[config.mk]
export PLATFORM = sky130hd
export DESIGN_NAME = grp_cmp_merge
export DESIGN_NICKNAME = d
export VERILOG_FILES = /design/src/rtl/grp_cmp_pkg.sv /design/src/rtl/grp_cmp_lane.sv /design/src/rtl/grp_cmp_place.sv /design/src/rtl/grp_cmp_merge.sv
export SDC_FILE = /design/constraint.sdc
export NUM_CORES = 1
export LEC_CHECK = 0
export ABC_AREA = 1
export BUFFER_PORTS_ARGS = -buffer_cell sky130_fd_sc_hd__buf_2
export CAP_MARGIN = 20
export CORE_AREA = 2 2 39 41
export DETAILED_ROUTE_END_ITERATION = 8
export DIE_AREA = 0 0 41 43
export SYNTH_ARGS = -nofsm -noshare
export SYNTH_HDL_FRONTEND = slang
export SYNTH_SLANG_ARGS = --single-unit
[constraint.sdc]
create_clock -name vclk -period 1.1
set_clock_uncertainty 0.2 [all_clocks]
set_input_delay 0.11 -clock vclk [all_inputs]
set_output_delay 0.11 -clock vclk [all_outputs]
set_load 0.1 [all_outputs]
[src/rtl/grp_cmp_pkg.sv]
package grp_cmp_pkg;
  // One step of the running compare: a greater-than flag (when enabled)
  // sets the result, and an equal flag passes the lower result through.
  function automatic logic chain_step(input logic gt_en, input logic gt_l,
                                      input logic eq_l, input logic below);
    return (gt_en & gt_l) | (eq_l & below);
  endfunction
endpackage

[src/rtl/grp_cmp_lane.sv]
module grp_cmp_lane
  import grp_cmp_pkg::*;
(
  input  logic eq_l,
  input  logic gt_l,
  input  logic gt_en,
  input  logic seed,
  input  logic grp_start,
  input  logic carry_in,
  output logic carry_out
);
  logic below;

  always_comb begin
    below     = grp_start ? seed : carry_in;
    carry_out = chain_step(gt_en, gt_l, eq_l, below);
  end
endmodule

[src/rtl/grp_cmp_place.sv]
module grp_cmp_place #(
  parameter int LANES = 3
) (
  input  logic [LANES-1:0] chain,
  input  logic [LANES-2:0] gates,
  output logic [LANES-1:0] results
);
  localparam int TOP = LANES - 1;

  // A lane drives its running value only if it is the highest lane of its group.
  for (genvar i = 0; i < TOP; i++) begin : g_mid
    assign results[i] = chain[i] & gates[i];
  end
  assign results[TOP] = chain[TOP];
endmodule

[src/rtl/grp_cmp_merge.sv]
module grp_cmp_merge #(
  parameter int LANES = 3
) (
  input  logic [LANES-1:0] eq_flags,
  input  logic [LANES-1:0] gt_flags,
  input  logic [LANES-2:0] lane_gates,
  input  logic             seed_in,
  input  logic             gt_enable,
  output logic [LANES-1:0] results
);
  localparam int TOP = LANES - 1;

  logic [LANES-1:0] chain;

  for (genvar i = 0; i < LANES; i++) begin : g_lane
    logic start_w, cin_w;
    if (i == 0) begin : g_first
      assign start_w = 1'b1;
      assign cin_w   = seed_in;
    end else begin : g_rest
      assign start_w = lane_gates[i-1];
      assign cin_w   = chain[i-1];
    end

    grp_cmp_lane u_lane (
      .eq_l      (eq_flags[i]),
      .gt_l      (gt_flags[i]),
      .gt_en     (gt_enable),
      .seed      (seed_in),
      .grp_start (start_w),
      .carry_in  (cin_w),
      .carry_out (chain[i])
    );

    // A lane whose group has only itself reports its own greater-than flag.
    logic hi_cut;
    if (i == TOP) begin : g_hi_top
      assign hi_cut = 1'b1;
    end else begin : g_hi_mid
      assign hi_cut = lane_gates[i];
    end
    always_comb begin
      if (start_w && hi_cut && !seed_in && gt_enable)
        assert_lane_alone_R1: assert (results[i] == gt_flags[i])
          else $error("lone lane %0d result mismatch", i);
    end
  end

  grp_cmp_place #(.LANES(LANES)) u_place (
    .chain   (chain),
    .gates   (lane_gates),
    .results (results)
  );

  // Checks that tie the output to the inputs over all lanes.
  always_comb begin
    if (!seed_in && !gt_enable)
      assert_idle_zero_R6: assert (results == '0)
        else $error("results not zero with both controls low");
    assert_group_count_R5: assert ($countones(results) <= $countones(lane_gates) + 1)
      else $error("more result bits than groups");
    if (seed_in && !gt_enable && lane_gates == '0)
      assert_full_eq_R7: assert (results == {(&eq_flags), {TOP{1'b0}}})
        else $error("full-width equality mismatch");
  end
endmodule

==> flow_metrics.py <==
metrics = {
    "cells_and_area": {
        "layout-drive-gt1-share_pct": 87.5,
        "regArea_um2": 0,
        "nClkBuffers": 0,
        "stdcell_area_um2": 340,
        "fillers": 148,
        "nFlopsAndLatches": 0,
        "multiInputGateArea_um2": 135,
        "synthToLayoutAreaGrowth_pct": 306,
        "n_antenna_cell": 0,
        "nets": 44,
    },
    "worst_hold_path": {
        "min_from": "gt_flags[2]",
        "hold_path_end": "results[2]",
        "holdCritPathClass": "input pin to output pin",
        "holdPathStages": 4,
    },
    "floorplanning": {
        "start_util_pct": 6.06,
        "core.rowCount": 14,
        "core-area_um2": 1380,
        "chipWidth_um": 41,
        "ios": 13,
        "die_y_um": 43,
        "dieArea_um2": 1760,
    },
    "place": {
        "io_buffers": 13,
        "dp_hpwl_um": 291,
        "placedInstanceArea_um2": 251,
        "place_congestion": 0.540,
    },
    "setup_path": {
        "worstPathArrival_ps": 800,
        "slowest_stage": "buf_12",
        "setup.worst_path.class": "input pin to output pin",
        "worstSetupEndpointType": "output pin",
        "path_max_fanout": 2,
        "crit_path_frequent_cell": "nand2_2",
        "startpoint_type": "input pin",
        "cp.required_ps": 790,
        "critPathBufInv": 2,
        "max_stage_delay_ps": 170,
        "crit_family": "buffers and inverters",
        "worstPathCellList": "buf_8 -> a21boi_4 -> nand2_4 -> nand3_2 -> nand2_2 -> nand2_2 -> buf_12",
    },
    "power": {
        "cellPowerDensity_nw_per_um2": 586,
        "ir_worst_vdd_v": 0.000179,
        "p_leak_nw": 0.160,
    },
    "detailed_routing": {
        "drt-pass1-iter-count": 1,
        "drt_iter0_drc": 0,
        "wire_per_inst_um": 7.77,
        "drtAntennaViolNets": 0,
        "vias": 167,
        "routed_wl_um": 373,
        "drc": 0,
        "vias_per_cell": 3.48,
    },
    "timing": {
        "whs_ps": 395,
        "setup_viol_count_final": 1,
        "finalCritPeriodShare_pct": 101,
        "relSlewSlack_pct": 89.3,
        "tightestPinTransition_ps": 160,
        "max_freq_ghz": 0.898,
        "finalHoldViolCount": 0,
        "rsz0062_at_grt": "true",
        "maxSlewViolCount": 0,
        "timing.final.ws_setup_ps": -13.1,
        "min_period_ps": 1110,
    },
    "grt": {
        "grt_pass1_vias": 145,
        "grt_start_max_net_pins": 4,
        "grt_remaining_overflow": 0,
        "grt_usage_pct": 4.10,
        "grt_first_pass_wirelength_um": 531,
        "antenna_found_initial": 0,
    },
    "run_status": {
        "outcome": "finished, violations left",
        "violations": "setup timing",
    },
    "logic_synthesis": {
        "ys_warn_count": 0,
        "ys_seq_area_share_pct": 0,
        "synth_area_um2": 83.8,
        "ys_types": 7,
        "synthCells": 17,
        "synth_nets": 27,
        "synth_area_per_cell_um2": 4.93,
    },
    "job": {
        "drv_cap": 0,
    },
}
## cell usage in the layout, fill, tap and decap left out, drive strengths merged
| cell | synthesis | final |
|---|---|---|
| a21boi | 2 | 2 |
| a21oi | 2 | 2 |
| buf | 1 | 16 |
| inv | 3 | 3 |
| nand2 | 7 | 7 |
| nand3 | 2 | 2 |
## timing repair
item / CTS / global route
buffers inserted: 0 / 0
resized for setup: 13 / 9
pin swaps: 5 / 6
setup endpoints to repair: 2 / 2
hold buffers: 0 / 0
## final cells by class
type / count / area share [%]
Tap cell: 16 / 5.88
Inverter: 3 / 4.04
Multi-Input combinational cell: 13 / 39.7
Timing Repair Buffer: 16 / 50.4
## synthesized netlist by cell type, drive strengths merged
cell / n / area (um^2)
nand2: 7 / 26.3
inv: 3 / 11.3
a21boi: 2 / 18.8
a21oi: 2 / 10.0
nand3: 2 / 10.0
buf: 1 / 7.51
## layer usage
layer,vias to the layer above,GRT usage [%],wire length [um]
li1,83,-,-
met1,71,6.01,145
met2,13,6.88,164
met3,0,0,63
met4,0,0,0
met5,-,0,0
## how the worst max path moves through the flow
stage	cells after the start	start	to	slack [ps]
2_1_floorplan	4	eq_flags[0]	results[1]	-160
6_report	7	lane_gates[0]	results[2]	-10
4_1_cts	8	seed_in	results[2]	-30
3_5_place_dp	8	seed_in	results[2]	-130
5_1_grt	8	gt_enable	results[2]	-60
3_3_place_gp	8	seed_in	results[2]	-110
## kinds of logic (layout without fill, tap and decap cells)
kind of cell	after synthesis	after routing	share of synthesized area [%]
AND/OR/NAND/NOR	9	9	43.3
AO/OA/AOI/OAI	4	4	34.3
buffers and inverters	4	19	22.4
## metrics by stage
| step | setup WS, ps | TNS (ps) | util, % | total power, W | cells |
|---|---|---|---|---|---|
| 3_3_place_gp | -105 | -144 | 18.2 | 0.000161 | 48 |
| 5_1_grt | -55.7 | -67.9 | 24.6 | 0.000209 | 48 |
| 3_5_place_dp | -125 | -161 | 18.2 | 0.000162 | 48 |
| 6_report | -13.1 | -13.1 | 24.6 | 0.000199 | 48 |
| 2_1_floorplan | -160 | -187 | - | 0.0000980 | 17 |
| 4_1_cts | -30.2 | -30.2 | 21.4 | 0.000181 | 48 |
## power breakdown
group          internal [W]  switching [W]
Combinational     0.0000880       0.000111
Sequential                0              0
Clock                     0              0
Note: power is estimated with default switching activity, not from simulation.
